===== src/rtl/snz_pkg.sv =====
package snz_pkg;

   typedef enum logic [1:0] {
      SNZ_READY = 2'd0,
      SNZ_ENTER = 2'd1,
      SNZ_SLEEP = 2'd2,
      SNZ_EXIT  = 2'd3
   } snz_state_e;

   function automatic int snz_max(input int a, input int b);
      return (a > b) ? a : b;
   endfunction

endpackage


===== src/rtl/snz_sync.sv =====
module snz_sync #(
   parameter int STAGES = 2
) (
   input  logic clk,
   input  logic rst_n,
   input  logic d_i,
   output logic q_o
);

   if (STAGES < 0) begin : g_bad_stages
      $error("snz_sync: STAGES must not be negative");
   end

   if (STAGES == 0) begin : g_bypass
      assign q_o = d_i;
   end else begin : g_chain
      logic [STAGES-1:0] stage_q;
      for (genvar i = 0; i < STAGES; i++) begin : g_stage
         logic stage_d;
         if (i == 0) begin : g_first
            assign stage_d = d_i;
         end else begin : g_next
            assign stage_d = stage_q[i-1];
         end
         always_ff @(posedge clk or negedge rst_n) begin
            if (!rst_n) stage_q[i] <= 1'b0;
            else        stage_q[i] <= stage_d;
         end
      end
      assign q_o = stage_q[STAGES-1];
   end

endmodule


===== src/rtl/snz_timer.sv =====
module snz_timer #(
   parameter int ENTRY_CYC = 2,
   parameter int EXIT_CYC  = 2
) (
   input  logic clk,
   input  logic rst_n,
   input  logic load_entry_i,
   input  logic load_exit_i,
   output logic done_o
);
   import snz_pkg::*;

   localparam int MAX_LOAD = snz_max(ENTRY_CYC, EXIT_CYC) - 1;
   localparam int CW       = (MAX_LOAD < 1) ? 1 : $clog2(MAX_LOAD + 1);
   localparam logic [CW-1:0] ENTRY_LD = CW'(ENTRY_CYC - 1);
   localparam logic [CW-1:0] EXIT_LD  = CW'(EXIT_CYC - 1);

   if (ENTRY_CYC < 1) begin : g_bad_entry
      $error("snz_timer: ENTRY_CYC must be at least 1");
   end
   if (EXIT_CYC < 1) begin : g_bad_exit
      $error("snz_timer: EXIT_CYC must be at least 1");
   end

   logic [CW-1:0] cnt_q;

   always_ff @(posedge clk or negedge rst_n) begin
      if (!rst_n)              cnt_q <= '0;
      else if (load_entry_i)   cnt_q <= ENTRY_LD;
      else if (load_exit_i)    cnt_q <= EXIT_LD;
      else if (cnt_q != '0)    cnt_q <= cnt_q - 1'b1;
   end

   assign done_o = (cnt_q == '0);

   AST_CNT_RANGE: assert property (@(posedge clk) disable iff (!rst_n)
      cnt_q <= CW'(MAX_LOAD)) else $error("timer count out of range");

   AST_CNT_DESCENDS: assert property (@(posedge clk) disable iff (!rst_n)
      (!load_entry_i && !load_exit_i && cnt_q != '0) |=> cnt_q == $past(cnt_q) - 1'b1)
      else $error("timer did not count down");

endmodule


===== src/rtl/snz_fsm.sv =====
module snz_fsm (
   input  logic                clk,
   input  logic                rst_n,
   input  logic                req_sync_i,
   input  logic                timer_done_i,
   output logic                load_entry_o,
   output logic                load_exit_o,
   output snz_pkg::snz_state_e state_o
);
   import snz_pkg::*;

   snz_state_e state_q, state_d;

   always_comb begin
      state_d      = state_q;
      load_entry_o = 1'b0;
      load_exit_o  = 1'b0;
      unique case (state_q)
         SNZ_READY: begin
            if (req_sync_i) begin
               state_d      = SNZ_ENTER;
               load_entry_o = 1'b1;
            end
         end
         SNZ_ENTER: begin
            if (!req_sync_i) begin
               state_d     = SNZ_EXIT;
               load_exit_o = 1'b1;
            end else if (timer_done_i) begin
               state_d = SNZ_SLEEP;
            end
         end
         SNZ_SLEEP: begin
            if (!req_sync_i) begin
               state_d     = SNZ_EXIT;
               load_exit_o = 1'b1;
            end
         end
         SNZ_EXIT: begin
            if (timer_done_i) state_d = SNZ_READY;
         end
         default: state_d = SNZ_READY;
      endcase
   end

   always_ff @(posedge clk or negedge rst_n) begin
      if (!rst_n) state_q <= SNZ_READY;
      else        state_q <= state_d;
   end

   assign state_o = state_q;

   AST_SLEEP_VIA_ENTRY: assert property (@(posedge clk) disable iff (!rst_n)
      (state_q == SNZ_SLEEP && $past(state_q) != SNZ_SLEEP) |-> $past(state_q) == SNZ_ENTER)
      else $error("sleep reached without entry window");

   AST_WAKE_VIA_EXIT: assert property (@(posedge clk) disable iff (!rst_n)
      (state_q == SNZ_READY && $past(state_q) != SNZ_READY) |-> $past(state_q) == SNZ_EXIT)
      else $error("ready reached without recovery window");

   AST_EXIT_HOLD: assert property (@(posedge clk) disable iff (!rst_n)
      (state_q == SNZ_EXIT && !timer_done_i) |=> state_q == SNZ_EXIT)
      else $error("recovery window cut short");

endmodule


===== src/rtl/snz_guard.sv =====
module snz_guard (
   input  logic                clk,
   input  logic                rst_n,
   input  snz_pkg::snz_state_e state_i,
   input  logic                acc_valid_i,
   input  logic                acc_write_i,
   output logic                err_o
);
   import snz_pkg::*;

   logic in_window;
   logic bad_write;
   logic err_q;

   assign in_window = (state_i == SNZ_ENTER) || (state_i == SNZ_EXIT);
   assign bad_write = in_window && acc_valid_i && acc_write_i;

   always_ff @(posedge clk or negedge rst_n) begin
      if (!rst_n)         err_q <= 1'b0;
      else if (bad_write) err_q <= 1'b1;
   end

   assign err_o = err_q;

   AST_ERR_STICKY: assert property (@(posedge clk) disable iff (!rst_n)
      err_q |=> err_q) else $error("error flag cleared without reset");

   AST_ERR_CAUSE: assert property (@(posedge clk) disable iff (!rst_n)
      $rose(err_q) |-> $past(acc_valid_i && acc_write_i && state_i != SNZ_READY
                             && state_i != SNZ_SLEEP))
      else $error("error flag rose without an illegal write");

endmodule


===== src/rtl/snz_seq.sv =====
module snz_seq #(
   parameter int SYNC_STAGES = 2,
   parameter int ENTRY_CYC   = 2,
   parameter int EXIT_CYC    = 2
) (
   input  logic clk,
   input  logic rst_n,
   input  logic sleep_req_i,
   input  logic acc_valid_i,
   input  logic acc_write_i,
   output logic ready_o,
   output logic in_ignore_o,
   output logic pwr_down_o,
   output logic q_hiz_o,
   output logic proto_err_o
);
   import snz_pkg::*;

   logic       req_sync;
   logic       timer_done;
   logic       load_entry;
   logic       load_exit;
   snz_state_e state;

   snz_sync #(.STAGES(SYNC_STAGES)) u_sync (
      .clk   (clk),
      .rst_n (rst_n),
      .d_i   (sleep_req_i),
      .q_o   (req_sync)
   );

   snz_timer #(.ENTRY_CYC(ENTRY_CYC), .EXIT_CYC(EXIT_CYC)) u_timer (
      .clk          (clk),
      .rst_n        (rst_n),
      .load_entry_i (load_entry),
      .load_exit_i  (load_exit),
      .done_o       (timer_done)
   );

   snz_fsm u_fsm (
      .clk          (clk),
      .rst_n        (rst_n),
      .req_sync_i   (req_sync),
      .timer_done_i (timer_done),
      .load_entry_o (load_entry),
      .load_exit_o  (load_exit),
      .state_o      (state)
   );

   snz_guard u_guard (
      .clk         (clk),
      .rst_n       (rst_n),
      .state_i     (state),
      .acc_valid_i (acc_valid_i),
      .acc_write_i (acc_write_i),
      .err_o       (proto_err_o)
   );

   assign ready_o     = (state == SNZ_READY);
   assign in_ignore_o = (state == SNZ_SLEEP);
   assign pwr_down_o  = (state == SNZ_SLEEP);
   assign q_hiz_o     = (state != SNZ_READY);

   AST_NO_SLEEP_WHILE_READY: assert property (@(posedge clk) disable iff (!rst_n)
      ready_o |=> !pwr_down_o) else $error("sleep entered straight from ready");

   AST_HIZ_COVERS_SLEEP: assert property (@(posedge clk) disable iff (!rst_n)
      $fell(pwr_down_o) |-> q_hiz_o) else $error("outputs driven on leaving sleep");

endmodule


===== config.mk =====
export PLATFORM = sky130hd
export DESIGN_NAME = snz_seq
export DESIGN_NICKNAME = d
export VERILOG_FILES = /design/src/rtl/snz_pkg.sv /design/src/rtl/snz_sync.sv /design/src/rtl/snz_timer.sv /design/src/rtl/snz_fsm.sv /design/src/rtl/snz_guard.sv /design/src/rtl/snz_seq.sv
export SDC_FILE = /design/constraint.sdc
export NUM_CORES = 1
export LEC_CHECK = 0
export BUFFER_PORTS_ARGS = -buffer_cell sky130_fd_sc_hd__buf_2
export CORE_AREA = 2 2 39 41
export CTS_CLUSTER_DIAMETER = 60
export CTS_CLUSTER_SIZE = 10
export DETAILED_ROUTE_END_ITERATION = 8
export DIE_AREA = 0 0 41 43
export SLEW_MARGIN = 5
export SYNTH_ARGS = -nofsm -noshare
export SYNTH_HDL_FRONTEND = slang
export SYNTH_SLANG_ARGS = --single-unit

===== constraint.sdc =====
create_clock -name clk -period 1.92 [get_ports clk]
set_input_delay 0.192 -clock clk [delete_from_list [all_inputs] [get_ports clk]]
set_output_delay 0.192 -clock clk [all_outputs]
set_load 0.05 [all_outputs]

After elaboration in Yosys (flattened, before gate mapping)
Cells that the tools add are included.
W data, S select, Z words.
Operators by class
  magnitude comparators: 0
  muxes and demuxes: 13
  add/sub/neg operators: 1
  bitwise operators: 0
  div/mod/pow operators: 0
  eq/ne operators: 7
  shift operators: 0
  $mul: 0
  reduce and logical (&&, ||, !) cells: 7
Operator list (count)
  $mux W2: 5
  $pmux W2 S4: 1
  $mux W1: 7
  $eq A2 B2 Y1 const B: 2
  $ne A2 B2 Y1 const B: 2
  $reduce_and A4 Y1: 1
  $ne A3 B3 Y1 const B: 1
  $eq A2 B1 Y1 const B: 1
  $logic_and A1 B1 Y1: 2
  $logic_not A2 Y1: 1
  $ne A2 B1 Y1 const B: 1
  $reduce_bool A2 Y1: 1
  $reduce_or A2 Y1: 1
  $logic_or A1 B1 Y1: 1
  $sub A1 B1 Y1 const B: 1
Word-level totals
  bits in latches: 0
  output and inout port bits: 5
  memory bits (read-only): 0
  memory bits (writable): 0
  memories kept: 0
  input port bits: 5
  register bits: 6
  logic and storage cells: 33

Longest topological paths before layout
  depth after elaboration: 5
  mapped depth: 6
  depth with buffers taken out: 6

Hierarchy
A second synthesis with hierarchy kept.
Second synthesis, totals
  cell total of the unflattened synthesis: 33
  area, all modules: 367.9 um2
Modules (own cells, without submodules)
  snz_fsm: area an instance 222.7 um2, instances 1, cells an instance 22, seq. area each 50.0 um2
  snz_sync: area an instance 50.0 um2, instances 1, cells an instance 2, seq. area each 50.0 um2
  snz_timer: area an instance 35.0 um2, instances 1, cells an instance 3, seq. area each 25.0 um2
  snz_guard: area an instance 33.8 um2, instances 1, cells an instance 2, seq. area each 25.0 um2
  snz_seq: area an instance 26.3 um2, instances 1, cells an instance 4, seq. area each 0.0 um2

Worst setup path after synthesis
No wires, ideal clock.
  kind: reg-to-reg
  start point: reg u_fsm.state_q[0] (netlist: u_fsm.state_o[0])
  end point: reg u_fsm.state_q[0] (netlist: u_fsm.state_o[0])
  path slack: 169 ps
  data required time: 1798 ps
  cell stages (with the launch flop): 7
  period minus slack after synthesis: 1751 ps
  path buffers: 0
  library setup time: 122 ps
  data arrival time: 1629 ps
  cells stage by stage: dfrtp_1 > inv_1 > ha_1 > nor2b_1 > a221oi_2 > a31oi_1 > o22a_1
Between the ends
  cells in the longest elaborated chain, start to end: 3
  elaborated cells between the ends (all ways): 10
  those cells by class: eq/ne: 7; mux: 1; reduce/logical: 2
Ends and longest elaborated chain
  start: declaration: line snz_fsm.sv:12  | snz_state_e state_q, state_d;
  start signal: assignment: line snz_fsm.sv:48  | else state_q <= state_d;
  $logic_not A2 Y1 *
  via ready_o: line snz_seq.sv:11  | output logic ready_o,
  $ne A2 B1 Y1 (no line)
  $reduce_and A4 Y1 (no line)
The timed path passes the listed nets; every way through them passes the cells marked *.
A chain may end at the register's enable or synchronous reset.

Worst setup path in the final report
  start point: reg u_fsm.state_q[1] (netlist: u_fsm.state_o[1])
  end point: reg u_fsm.state_q[0] (netlist: u_fsm.state_o[0])
Between the ends
  cells in the longest elaborated chain, start to end: 3
  elaborated cells between the ends (all ways): 10
  those cells by class: eq/ne: 7; mux: 1; reduce/logical: 2
Ends and longest elaborated chain
  $eq A2 B1 Y1, or another cell as far along: line snz_fsm.sv:18  | unique case (state_q)
  $ne A3 B3 Y1 (no line), or another cell as far along
  $reduce_and A4 Y1 (no line)
Several ways; a longest one is shown, not always the timed one.

==> metrics.md <==
| Metric | Value |
|---|---|
| Status | complete, no violations |
| Synth unique cells | 15 |
| Fin. Hold Viols | 0 |
| CTS tree | yes |
| # rows | 14 |
| Vias per Instance | around 4.2 |
| Worst Path Arrival | between 1.5 and 2 ns |
| Vias in the first global route | 229 |
| Post-synth EDFFs | 0 |
| Post-Syn Instances | 26 |
| Worst-path clk slew | roughly 0.040 ns |
| Main synth FF type | dfrtp_1 |
| Dominant cell by count in the synthesized netlist | dfrtp_1 |
| Min Tclk post-route | between 1.5 and 2 ns |
| Hold Path Class | in2reg |
| # DRC | 0 |
| Worst setup SP type | flip-flop |
| Largest cells by area after synthesis | dfrtp_1 49%, ha_1 16%, a221oi_2 4.9% |
| Number of buffers created by CTS | 3 |
| RSZ-0062 raised after global routing | false |
| First-pass GRT wire length | around 830 µm |
| Slew margin rel. | 79.2% |
| Post-synthesis async set-or-reset flop share | 100% |
| Initial core utilization | between 20% and 30% |
| # Max-Cap Violations | 0 |
| Area Growth Syn to Fin | 29.4% |
| Seq cells post-synth | 6 |
| Max-slew violations | 0 |
| Antenna Nets Post-Route | 0 |
| Via count | about 230 |
| Worst Setup End Kind | flip-flop |
| Clock Latency Late Sink | between 0.2 and 0.25 ns |
| Total GRT Usage | under 10% |
| Sequential area share after synthesis | between 40% and 50% |
| Final setup fails | 0 |
| Setup tns final | 0 ns |
| Post-Syn Nets | 35 |
| Post-Layout Inst Area | roughly 400 µm² |
| Hold Crit Depth | 1 |
| I/O Pins | 10 |
| # H-tree levels | 1 |
| PortBufs | 9 |
| Clk_skew | about 0.00028 ns |
| Final period util | 85.4% |
| Die area | 0.00176 mm² |
| Detailed Routing Iterations Pass 1 | 4 |
| CTS Sinks | 6 |
| CP Max Fanout | 4 |
| Die height | approximately 43 µm |
| Mean post-synth cell area | 11.8 µm² |
| VDD IR max | 0.402 mV |
| Detailed Place HPWL | slightly above 400 µm |
| Yosys warnings | 0 |
| Routed WL | 516 µm |
| Layout filler cell count | around 150 |
| R2R depth | 6 |
| Final nets | just under 50 |
| Least-Margin Pin Slew | 0.311 ns |
| Share of cells above drive strength 1 | a little under two fifths |
| Post-Syn Area | roughly 300 µm² |
| Root Buffer | clkbuf_4 |
| Top post-synthesis cells by count | 6 x dfrtp_1, 4 x ha_1, 3 x inv_1 |
| Die W | 41 µm |
| Pleak | 0.000198 µW |
| Max clock buf depth | 2 |
| Worst Path Required | approximately 2.0 ns |
| # Post-CTS Setup Buffers | 0 |
| 1st-iter DRT viols | 2 |
| Routability Congestion | just under 0.7 |
| Worst setup path class | reg2reg |
| Final Core Density | ~29% |
| Routed len/inst | 9.56 µm |
| Antenna Cells | 0 |
| Pin count of the biggest net entering global routing | 7 |
| Yosys top cell area share | between 40% and 50% |
| FMAX | between 600 and 700 MHz |
| Dominant cell type by area after synthesis | dfrtp_1 |
| Power Dens Cells | between 1500 and 2000 mW/mm² |
| Area after DPL | 364 µm² |
| Initial antenna violation count | 0 |
| CORE AREA | between 0.001 and 0.0015 mm² |
| Grt total ovfl | 0 |
flip-flops by register name, summed over array words and instances (netlist names):
signal                          count
u_fsm.state_o                       2
u_timer.cnt_q                       1
u_guard.err_o                       1
u_sync.g_chain.g_stage.stage_d      1
u_sync.q_o                          1
cell usage in the layout, fill, tap and decap left out:
| cell type | instances |
|---|---|
| nand2_1 | 1 |
| o21ai_0 | 1 |
| a21o_1 | 1 |
| nor2_1 | 1 |
| inv_1 | 3 |
| buf_2 | 9 |
| nand2b_1 | 2 |
| dlygate4sd3_1 | 1 |
| a31oi_1 | 1 |
| ha_1 | 4 |
| o22a_1 | 1 |
| nor2b_1 | 1 |
| o211ai_1 | 1 |
| mux2_2 | 1 |
| dfrtp_1 | 6 |
| a221oi_2 | 1 |
| clkbuf_4 | 3 |
critical path: stages (launching register included):
cell,delay [ns]
dfrtp_1,0.38
inv_1,0.09
ha_1,0.22
a21o_1,0.19
a221oi_2,0.32
a31oi_1,0.14
o22a_1,0.19
worst paths after layout:
path	startpoint	to	slack, ns
worst min register to register	u_sync.g_chain.g_stage[1].stage_d$_DFF_PN0_	u_sync.q_o$_DFF_PN0_	0.35
worst max register to register	u_fsm.state_o[1]$_DFFE_PN0P_	u_fsm.state_o[0]$_DFFE_PN0P_	0.28
max in group asynchronous	rst_n	u_fsm.state_o[1]$_DFFE_PN0P_	1.48
worst max-delay path	u_fsm.state_o[1]$_DFFE_PN0P_	u_fsm.state_o[0]$_DFFE_PN0P_	0.28
worst min-delay path	sleep_req_i	u_sync.g_chain.g_stage[1].stage_d$_DFF_PN0_	0.06
min in group asynchronous	rst_n	u_sync.g_chain.g_stage[1].stage_d$_DFF_PN0_	0.30
layout make-up:
class                           count  area, µm²  share of cell area (%)
Multi-Input combinational cell     16        138                    34.7
Sequential cell                     6        150                    37.9
Timing Repair Buffer               10       55.1                    13.9
Tap cell                           16       20.0                    5.05
Clock buffer                        3       22.5                    5.68
Inverter                            3       11.3                    2.84
what timing repair did:
action | in CTS | in global routing
gates resized for setup | 0 | 0
hold buffers | 1 | 0
hold endpoints to repair | 6 | 0
stage by stage:
stage | hold slack, ns | setup slack, ns | instances | power (µW)
after global placement | 0.0231 | 0.284 | 50 | 624
final | 0.0594 | 0.281 | 54 | 738
after global routing | 0.0439 | 0.191 | 54 | 795
after floorplan | -0.104 | 0.169 | 26 | 563
after detailed placement | 0.0241 | 0.257 | 50 | 635
after CTS | 0.0435 | 0.246 | 54 | 759
layer usage:
layer / vias up / global-route usage (%) / wire (µm) / part of all wire, %
met5: - / 0 / 0 / 0
met4: 0 / 8.00 / 0 / 0
met3: 0 / 1.57 / 27 / 5.2
met2: 9 / 12.2 / 295 / 57
met1: 102 / 6.95 / 194 / 38
li1: 114 / - / - / -
power by group:
| part | switching (µW) | total [µW] | internal, µW | leakage, µW |
|---|---|---|---|---|
| Clock | 41.7 | 112 | 70.5 | 0.0000138 |
| Sequential | 33.7 | 199 | 165 | 0.0000677 |
| Combinational | 283 | 427 | 144 | 0.000116 |
cells by family after synthesis:
family          Yosys count  synth area share, %
simple gates              5                 8.57
mux                       1                 3.67
fa+ha+maj                 4                 16.3
flops                     6                 49.0
compound gates            6                 16.3
buf+inv                   4                 6.12
No activity file was read; power rests on OpenSTA's default activity.
